===== config.mk =====
export PLATFORM = sky130hd
export DESIGN_NAME = opnd_bypass_ctrl
export DESIGN_NICKNAME = d
export VERILOG_FILES = /design/src/rtl/opnd_bypass_pkg.sv /design/src/rtl/bypass_hit.sv /design/src/rtl/bypass_prio.sv /design/src/rtl/opnd_bypass_ctrl.sv
export SDC_FILE = /design/constraint.sdc
export NUM_CORES = 1
export LEC_CHECK = 0
export BUFFER_PORTS_ARGS = -buffer_cell sky130_fd_sc_hd__buf_2
export CORE_AREA = 8 8 45 47
export DETAILED_ROUTE_END_ITERATION = 16
export DIE_AREA = 0 0 53 55
export MAX_ROUTING_LAYER = met4
export PLACE_DENSITY = 0.63
export SYNTH_ARGS = -nofsm -noshare
export SYNTH_HDL_FRONTEND = slang
export SYNTH_SLANG_ARGS = --single-unit

===== constraint.sdc =====
create_clock -name vclk -period 1.15
set_input_delay 0.0575 -clock vclk [all_inputs]
set_output_delay 0.0575 -clock vclk [all_outputs]
set_load 0.01 [all_outputs]

===== src/rtl/opnd_bypass_pkg.sv =====
package opnd_bypass_pkg;
  parameter int REG_AW = 5;
  parameter int NUM_SRC = 2;

  typedef logic [REG_AW-1:0] reg_idx_t;

  typedef enum logic [1:0] {
    SRC_REGFILE = 2'b00,
    SRC_MEMWB   = 2'b01,
    SRC_EXMEM   = 2'b10
  } src_sel_e;
endpackage


===== src/rtl/bypass_hit.sv =====
// One producer/consumer comparison: a live, nonzero destination equal to the source.
module bypass_hit #(
  parameter int AW = 5
) (
  input  logic          wr_en_i,
  input  logic [AW-1:0] dst_i,
  input  logic [AW-1:0] src_i,
  output logic          hit_o
);
  logic dst_live;
  assign dst_live = wr_en_i && (dst_i != '0);
  assign hit_o    = dst_live && (dst_i == src_i);
endmodule


===== src/rtl/bypass_prio.sv =====
// Encodes two hit flags into a mux select; the younger stage takes precedence.
module bypass_prio
  import opnd_bypass_pkg::*;
(
  input  logic       near_hit_i,
  input  logic       far_hit_i,
  output logic [1:0] sel_o
);
  src_sel_e sel;
  always_comb begin
    if (near_hit_i)     sel = SRC_EXMEM;
    else if (far_hit_i) sel = SRC_MEMWB;
    else                sel = SRC_REGFILE;
  end
  assign sel_o = sel;
endmodule


===== src/rtl/opnd_bypass_ctrl.sv =====
module opnd_bypass_ctrl
  import opnd_bypass_pkg::*;
#(
  parameter int AW = REG_AW
) (
  input  logic [AW-1:0] ex_rs_i,
  input  logic [AW-1:0] ex_rt_i,
  input  logic          xm_wr_en_i,
  input  logic [AW-1:0] xm_rd_i,
  input  logic          xm_store_i,
  input  logic [AW-1:0] xm_rt_i,
  input  logic          mw_wr_en_i,
  input  logic [AW-1:0] mw_rd_i,
  output logic [1:0]    sel_a_o,
  output logic [1:0]    sel_b_o,
  output logic          st_bypass_o
);
  localparam int NSRC = NUM_SRC;

  logic [NSRC-1:0][AW-1:0] src;
  logic [NSRC-1:0][1:0]    sel;

  assign src[0] = ex_rs_i;
  assign src[1] = ex_rt_i;

  // One comparator pair and one priority encoder per execute-stage source.
  for (genvar g = 0; g < NSRC; g++) begin : g_src
    logic near_hit, far_hit;

    bypass_hit #(.AW(AW)) u_near (
      .wr_en_i (xm_wr_en_i),
      .dst_i   (xm_rd_i),
      .src_i   (src[g]),
      .hit_o   (near_hit)
    );

    bypass_hit #(.AW(AW)) u_far (
      .wr_en_i (mw_wr_en_i),
      .dst_i   (mw_rd_i),
      .src_i   (src[g]),
      .hit_o   (far_hit)
    );

    bypass_prio u_prio (
      .near_hit_i (near_hit),
      .far_hit_i  (far_hit),
      .sel_o      (sel[g])
    );
  end

  assign sel_a_o = sel[0];
  assign sel_b_o = sel[1];

  // Load result in memory/writeback feeding the store now in the memory stage.
  bypass_hit #(.AW(AW)) u_store (
    .wr_en_i (mw_wr_en_i && xm_store_i),
    .dst_i   (mw_rd_i),
    .src_i   (xm_rt_i),
    .hit_o   (st_bypass_o)
  );
endmodule


==> impl_metrics.env, run 1 <==
export IMPL_outcome="complete, but fails checks"
export IMPL_violations="negative setup slack"
export IMPL_setup_violations=2
export IMPL_vias=465
export IMPL_dpl_hpwl_microns=1110
export IMPL_syn_area_sq_um=344.1
export IMPL_grtUsageTotal=0.08759
export IMPL_seq_cells=0
export IMPL_final_cell_mix="buf_2, xor2_1, xnor2_1, buf_6"
export IMPL_grt_pass1_vias=483
export IMPL_wirelength_microns=1383
export IMPL_peakVddDrop_uv=172.7
export IMPL_post_cts_buffers=0
export IMPL_fin_area_sq_um=747.0
export IMPL_final_seq_area_sq_um=0
export IMPL_row_count=14
export IMPL_grt_overflow_total=0
export IMPL_dr_pass1_iters=4
export IMPL_leakage_nw=0.3309
export IMPL_fmax_ghz=0.8038
export IMPL_synth_cell_types=11
export IMPL_crit_fanout=2
export IMPL_crit_arrival_ps=1190
export IMPL_synth_top_area_frac=0.3818
export IMPL_syn_inst=44
export IMPL_cp_end_kind="primary output"
export IMPL_grt_first_pass_wirelength_microns=1987
export IMPL_drt_iter0_markers=5
export IMPL_placedCellCount=99
export IMPL_antenna_found_initial=0
export IMPL_die_width_microns=53
export IMPL_final_setup_tns_ps=-185.3
export IMPL_final_antenna_net_count=0
export IMPL_startpoint_type="primary input"
export IMPL_slew_viol_final=0
export IMPL_place_gp_congestion=0.7432
export IMPL_hold_buffers=0
export IMPL_slew_headroom=0.8248
export IMPL_syn_mean_instance_area_sq_um=7.820
export IMPL_fin_crit_ps=1244
export IMPL_start_util=0.2486
export IMPL_dp_slack_ps=-158.4
export IMPL_fin_crit_sh=1.082
export IMPL_drive_gt1_frac=0.6988
export IMPL_place_area_sq_um=574.3
export IMPL_required_ps=1090
export IMPL_worst_hold_path_type="in -> out"
export IMPL_synth_fp_nets=72
export IMPL_synthTopCellsByArea="xnor2_1, xor2_1, nand3_1, nor3_2, o21ai_2"
export IMPL_die_area_sq_mm=0.002915
export IMPL_diodes=0
export IMPL_port_buffer_count=33
export IMPL_drc=0
export IMPL_nClkBuffers=0
export IMPL_rsz0062_at_grt="true"
export IMPL_yosys_warnings=0
export IMPL_yosysSeqAreaShare=0
export IMPL_setup_ws_ps=-94.08
export IMPL_power_density_mw_per_mm2=371.7
export IMPL_synth_largest_area_cell="xnor2_1"
export IMPL_num_nets_final=113
export IMPL_hold_viol=0
export IMPL_cap_violations=0
export IMPL_core_sq_mm=0.001384
export IMPL_final_common_cell="buf_2"
export IMPL_area_delta_synth_final_pct=117.1
export IMPL_worst_pin_slew_ps=261.9
export IMPL_critPathKind="in -> out"
export IMPL_io_pins=33
export IMPL_wl_per_cell_microns=13.97
export IMPL_grt_max_degree=5
export IMPL_die_y_microns=55
export IMPL_layout_cells_non_filler=99
export IMPL_vias_per_cell=4.697
cells by family after synthesis:
group	count (synthesis)	share of synthesized area
XOR/XNOR	25	0.6364
AND/OR/NAND/NOR	15	0.2691
AO/OA/AOI/OAI	2	0.05092
buffers and inverters	2	0.04362
per-stage QoR:
| stage | utilization | hold WS [ps] | power [mW] |
|---|---|---|---|
| finish | 0.5398 | 444.8 | 0.2777 |
| global route | 0.5398 | 462.8 | 0.2962 |
| CTS | 0.4656 | 449.4 | 0.2295 |
| detailed placement | 0.4150 | 427.4 | 0.1994 |
| global placement | 0.4150 | 421.3 | 0.1960 |
| floorplan | - | 208.7 | 0.08940 |
worst max-delay path, stage by stage:
cell and delay [ps]:
buf_6 90, or4_4 530, o21ai_4 200, nor4_4 60, nor3_2 100, buf_2 150
layout make-up:
class	instances	area, sq um
fill	137	636.9
multi-input combinational	42	452.9
timing repair buffer	41	274.0
tap	16	20.02
power by group:
group | switching, mW | leakage [nW] | internal (mW)
clock network | 0 | 0 | 0
logic | 0.125 | 0.331 | 0.153
registers | 0 | 0 | 0
routing by layer:
| metal | up-vias | global-route usage | routed length [microns] |
|---|---|---|---|
| met4 | 0 | 0 | 0 |
| met3 | 0 | 0.01070 | 108 |
| met5 | - | - | 0 |
| li1 | 231 | - | - |
| met1 | 218 | 0.09804 | 486 |
| met2 | 16 | 0.1699 | 788 |
path summary, 6_finish.rpt:
| path | startpoint | endpoint | slack [ps] | cells after the start |
|---|---|---|---|---|
| worst max-delay path | xm_rd_i[1] | sel_a_o[0] | -90 | 6 |
| worst min-delay path | xm_store_i | st_bypass_o | 440 | 4 |
synthesized netlist by cell type:
master / count
nor3_1: 3
nand3_1: 4
xnor2_1: 15
nor4_1: 2
nand2_1: 1
o21ai_2: 2
nor3_2: 2
or4_1: 2
nand4_1: 1
buf_4: 2
xor2_1: 10
repair_timing:
| action | 4_1_cts | 5_1_grt |
|---|---|---|
| endpoints found under the setup margin | 4 | 5 |
| gates cloned | 0 | 0 |
| pin swaps | 9 | 7 |
| gates resized for setup | 11 | 16 |
Power figures use the tool's default switching activity.
==> run 2, diff against run 1 <==
- clock period: 1.15 -> 1.3 ns (I/O delays scaled with it)
==> run 2 against run 1 <==
Against the previous run:
- the flow now finishes without violations
- first-iteration DRC count fell by 100%
- utilization fell by 10 points
- cell count fell by 3.0%
- critical endpoint is now sel_b_o[0]
==> impl_metrics.env, run 2 (synthesis results as in run 1) <==
export IMPL_hold_viol=0
export IMPL_start_util=0.2486
export IMPL_core_sq_mm=0.001384
export IMPL_die_width_microns=53
export IMPL_power_density_mw_per_mm2=314.8
export IMPL_vias_per_cell=4.448
export IMPL_dr_pass1_iters=1
export IMPL_dpl_hpwl_microns=1124
export IMPL_outcome="complete, no violations"
export IMPL_critPathKind="in -> out"
export IMPL_worst_hold_path_type="in -> out"
export IMPL_dp_slack_ps=-37.15
export IMPL_placedCellCount=96
export IMPL_crit_start="xm_rd_i[0]"
export IMPL_place_gp_congestion=0.7435
export IMPL_setup_violations=0
export IMPL_wirelength_microns=1259
export IMPL_fin_util=0.4376
export IMPL_vias=427
export IMPL_row_count=14
export IMPL_fin_crit_sh=0.9847
export IMPL_fin_crit_ps=1280
export IMPL_fmax_ghz=0.7812
export IMPL_p_total_mw=0.1906
export IMPL_port_buffer_count=33
export IMPL_crit_arrival_ps=1220
export IMPL_setup_ws_ps=19.89
export IMPL_slew_headroom=0.8063
export IMPL_whs_ps=439.1
export IMPL_post_cts_buffers=0
export IMPL_grt_overflow_total=0
export IMPL_final_seq_area_sq_um=0
export IMPL_wl_per_cell_microns=13.11
export IMPL_layout_cells_non_filler=96
export IMPL_hp_start="xm_store_i"
export IMPL_final_antenna_net_count=0
export IMPL_final_common_cell="buf_2"
export IMPL_cap_violations=0
export IMPL_grt_max_degree=5
export IMPL_startpoint_type="primary input"
export IMPL_num_nets_final=110
export IMPL_peakVddDrop_uv=106.6
export IMPL_die_y_microns=55
export IMPL_rsz0062_at_grt="true"
export IMPL_grtUsageTotal=0.08254
export IMPL_worst_pin_slew_ps=289.6
export IMPL_cp_end_kind="primary output"
export IMPL_slew_viol_final=0
export IMPL_diodes=0
export IMPL_grt_pass1_vias=435
export IMPL_grt_first_pass_wirelength_microns=1883
export IMPL_drive_gt1_frac=0.5625
export IMPL_crit_fanout=2
export IMPL_leakage_nw=0.2641
export IMPL_final_cell_mix="buf_2, xnor2_1, xor2_1, buf_4, nand3_1"
export IMPL_nClkBuffers=0
export IMPL_drc=0
export IMPL_io_pins=33
export IMPL_die_area_sq_mm=0.002915
export IMPL_area_delta_synth_final_pct=76.00
export IMPL_drt_iter0_markers=0
export IMPL_seq_cells=0
export IMPL_hold_buffers=0
export IMPL_required_ps=1240
export IMPL_antenna_found_initial=0
run 2: changes by cell type in the layout (fill, tap and decap cells not counted), moves of 2 or more:
cell / change
buf_2: +4
xnor2_2: -5
xnor2_1: +6
nand3_1: +2
buf_6: -7
nand3_2: -2
run 2: layer usage:
metal / routed length, microns / part of all wire / vias to the layer above / track usage
li1: - / - / 223 / -
met5: 0 / 0 / - / -
met4: 0 / 0 / 0 / 0
met3: 121 / 0.096 / 0 / 0.01872
met1: 445 / 0.35 / 190 / 0.08899
met2: 693 / 0.55 / 14 / 0.1582
run 2: path summary, 6_finish.rpt:
kind / end / depth (start not counted) / slack (ps)
max: sel_b_o[0] / 6 / 20
min: st_bypass_o / 4 / 440
run 2: through the flow:
| step | setup TNS (ps) | cell area, sq um |
|---|---|---|
| 6_report | 0 | 605.6 |
| 5_1_grt | -51.63 | 605.6 |
| 4_1_cts | -1.096 | 605.6 |
| 3_5_place_dp | -53.61 | 551.8 |
| 3_3_place_gp | -5.635 | 551.8 |
| 2_1_floorplan | 0 | 344.1 |
run 2: cell type report:
cell class,count,area [sq um]
Fill cell,142,778.2
Multi-Input combinational cell,42,370.4
Tap cell,16,20.02
Timing Repair Buffer,38,215.2
run 2: report_power, final:
| part | switching, mW | internal, mW | leakage, nW |
|---|---|---|---|
| sequential | 0 | 0 | 0 |
| clock | 0 | 0 | 0 |
| combinational | 0.0901 | 0.101 | 0.264 |
run 2: critical path: stages:
cell and delay [ps]:
buf_6 90, or4_4 540, o21ai_4 210, nor4_4 60, nor3_2 100, buf_2 150
run 2: timing repair:
item	4_1_cts	5_1_grt
pin swaps	6	1
setup endpoints to repair	2	2
gates resized for setup	8	0
==> run 3, diff against run 2 <==
- ABC_AREA: default -> 1
- PLACE_DENSITY: 0.63 -> 0.72
==> run 3 against run 2 <==
Against the previous run:
- combinational power is 9% lower
- critical path depth is 1 higher
- utilization is 1.1 points higher
- synthesized cell count is 130% higher
- worst hold slack better by 77 ps
- total power is 8.9% lower
- setup slack better by 360 ps
- highest routed layer unchanged
==> impl_metrics.env, run 3 <==
export IMPL_outcome="complete, no violations"
export IMPL_syn_area_sq_um=450.4
export IMPL_vias_per_cell=4.438
export IMPL_setup_violations=0
export IMPL_slew_viol_final=0
export IMPL_start_util=0.3255
export IMPL_fin_crit_ps=917.5
export IMPL_hold_viol=0
export IMPL_num_nets_final=160
export IMPL_p_total_mw=0.1736
export IMPL_fin_util=0.4485
export IMPL_drc=0
export IMPL_synth_compound_area_frac=0.06944
export IMPL_place_gp_congestion=0.8503
export IMPL_crit_fanout=4
export IMPL_row_count=14
export IMPL_synthSimpleGateAreaFrac=0.5444
export IMPL_seq_cells=0
export IMPL_startpoint_type="primary input"
export IMPL_synth_most_common_cell="nand2_1"
export IMPL_syn_mean_instance_area_sq_um=4.550
export IMPL_cts_resized=0
export IMPL_place_area_sq_um=620.6
export IMPL_required_ps=1240
export IMPL_hold_buffers=0
export IMPL_die_y_microns=55
export IMPL_hold_depth=4
export IMPL_peakVddDrop_uv=90.34
export IMPL_final_cell_mix="nand2_1, buf_2, nor2_1, inv_1"
export IMPL_die_area_sq_mm=0.002915
export IMPL_synthMuxAreaShare=0
export IMPL_cp_top_family="simple AND/OR/NAND/NOR gates"
export IMPL_final_seq_area_sq_um=0
export IMPL_synth_top_family_by_area="simple AND/OR/NAND/NOR gates"
export IMPL_yosys_warnings=0
export IMPL_die_width_microns=53
export IMPL_synth_cell_types=14
export IMPL_final_setup_tns_ps=0
export IMPL_critPathKind="in -> out"
export IMPL_drt_iter0_markers=7
export IMPL_crit_slowest_cell="o21ai_1"
export IMPL_vias=648
export IMPL_diodes=0
export IMPL_crit_arrival_ps=850
export IMPL_synthTopCellsByArea="nand2_1, nor2_1, inv_1, xnor2_1, xor2_1"
export IMPL_wirelength_microns=1425
export IMPL_port_buffer_count=33
export IMPL_post_cts_buffers=0
export IMPL_dr_pass1_iters=2
export IMPL_final_antenna_net_count=0
export IMPL_whs_ps=515.7
export IMPL_worst_hold_path_type="in -> out"
export IMPL_drive_gt1_frac=0.2692
export IMPL_yosysSeqAreaShare=0
export IMPL_rsz0062_at_grt="false"
export IMPL_nClkBuffers=0
export IMPL_grt_max_degree=7
export IMPL_min_delay_worst_endpoint="sel_a_o[1]"
export IMPL_antenna_found_initial=0
export IMPL_dpl_hpwl_microns=1283
export IMPL_final_common_cell="nand2_1"
export IMPL_io_pins=33
export IMPL_synthTopCellsByCount="nand2_1, nor2_1, inv_1"
export IMPL_grtUsageTotal=0.09826
export IMPL_fin_crit_sh=0.7058
export IMPL_synth_xor_area_share=0.1944
export IMPL_grt_overflow_total=0
export IMPL_leakage_nw=0.4193
export IMPL_slew_headroom=0.8940
export IMPL_wl_per_cell_microns=9.760
export IMPL_fin_area_sq_um=620.6
export IMPL_cap_violations=0
export IMPL_nFillCells=165
export IMPL_power_density_mw_per_mm2=279.8
export IMPL_path_common_cell="nor2_1"
export IMPL_synth_top_area_frac=0.3083
export IMPL_area_delta_synth_final_pct=37.78
export IMPL_worst_path_buf_inv=2
export IMPL_synthAdderAreaFrac=0
export IMPL_core_sq_mm=0.001384
export IMPL_hp_start="xm_wr_en_i"
export IMPL_synth_largest_area_cell="nand2_1"
export IMPL_grt_pass1_vias=582
export IMPL_synth_fp_nets=127
export IMPL_worstPathCellList="buf_2, nor2_1, nand3_1, o21ai_1, nor2_1, nor2_1, buf_2"
export IMPL_fmax_ghz=1.090
export IMPL_cp_slowest_stage_delay_ps=160
export IMPL_syn_inst=99
export IMPL_grt_first_pass_wirelength_microns=2304
export IMPL_cp_end_kind="primary output"
export IMPL_worst_pin_slew_ps=157.9
==> run 3: cell count changes after synthesis, moves of 3 or more <==
cell | before | now
nand2_1 | 1 | 37
nor2_1 | 0 | 18
inv_1 | 0 | 17
xnor2_1 | 15 | 5
xor2_1 | 10 | 5
nor3_1 | 3 | 0
o21ai_0 | 0 | 3
==> run 3: worst max-delay path by stage <==
| stage | startpoint | endpoint | slack [ps] | depth (start not counted) |
|---|---|---|---|---|
| floorplan | xm_rd_i[2] | sel_a_o[0] | 650 | 5 |
| global placement | xm_rd_i[2] | sel_a_o[0] | 370 | 7 |
| detailed placement | xm_rd_i[2] | sel_b_o[0] | 360 | 7 |
| CTS | xm_rd_i[2] | sel_b_o[0] | 360 | 7 |
| global route | xm_rd_i[2] | sel_a_o[0] | 260 | 7 |
| finish | xm_rd_i[2] | sel_a_o[0] | 380 | 7 |
==> run 3: area by class of cell <==
cell class	instances	area, sq um	area share
inverters	19	71.32	0.1149
well taps	16	20.02	0.03226
multi-input cells	78	364.1	0.5867
repair buffers	33	165.2	0.2661
==> run 3: kinds of logic after synthesis <==
logic type / Yosys count
AND/OR/NAND/NOR: 62
buffers and inverters: 21
XOR/XNOR: 10
AO/OA/AOI/OAI: 6
==> run 3: metal layers <==
layer	global-route usage	vias to the layer above	wire length, microns
met1	0.1312	269	678
met2	0.1641	22	616
met5	-	-	0
met3	0.01070	0	129
li1	-	357	-
met4	0	0	0
==> run 3: power by group <==
group / switching, mW / internal [mW]
logic: 0.0940 / 0.0797
registers: 0 / 0
clock network: 0 / 0
total: 0.0940 / 0.0797
==> run 3: through the flow <==
step,instances,worst slack (ps)
after global routing,146,264.9
after detailed placement,146,360.5
final,146,382.5
after CTS,146,358.1
after global placement,146,370.8
after floorplan,99,648.5
==> run 3: tightest hold or removal path: cells and delay by family <==
kind / cells / cell delay (ps)
AND/OR/NAND/NOR: 1 / 70
AO/OA/AOI/OAI: 1 / 90
buffers and inverters: 2 / 230
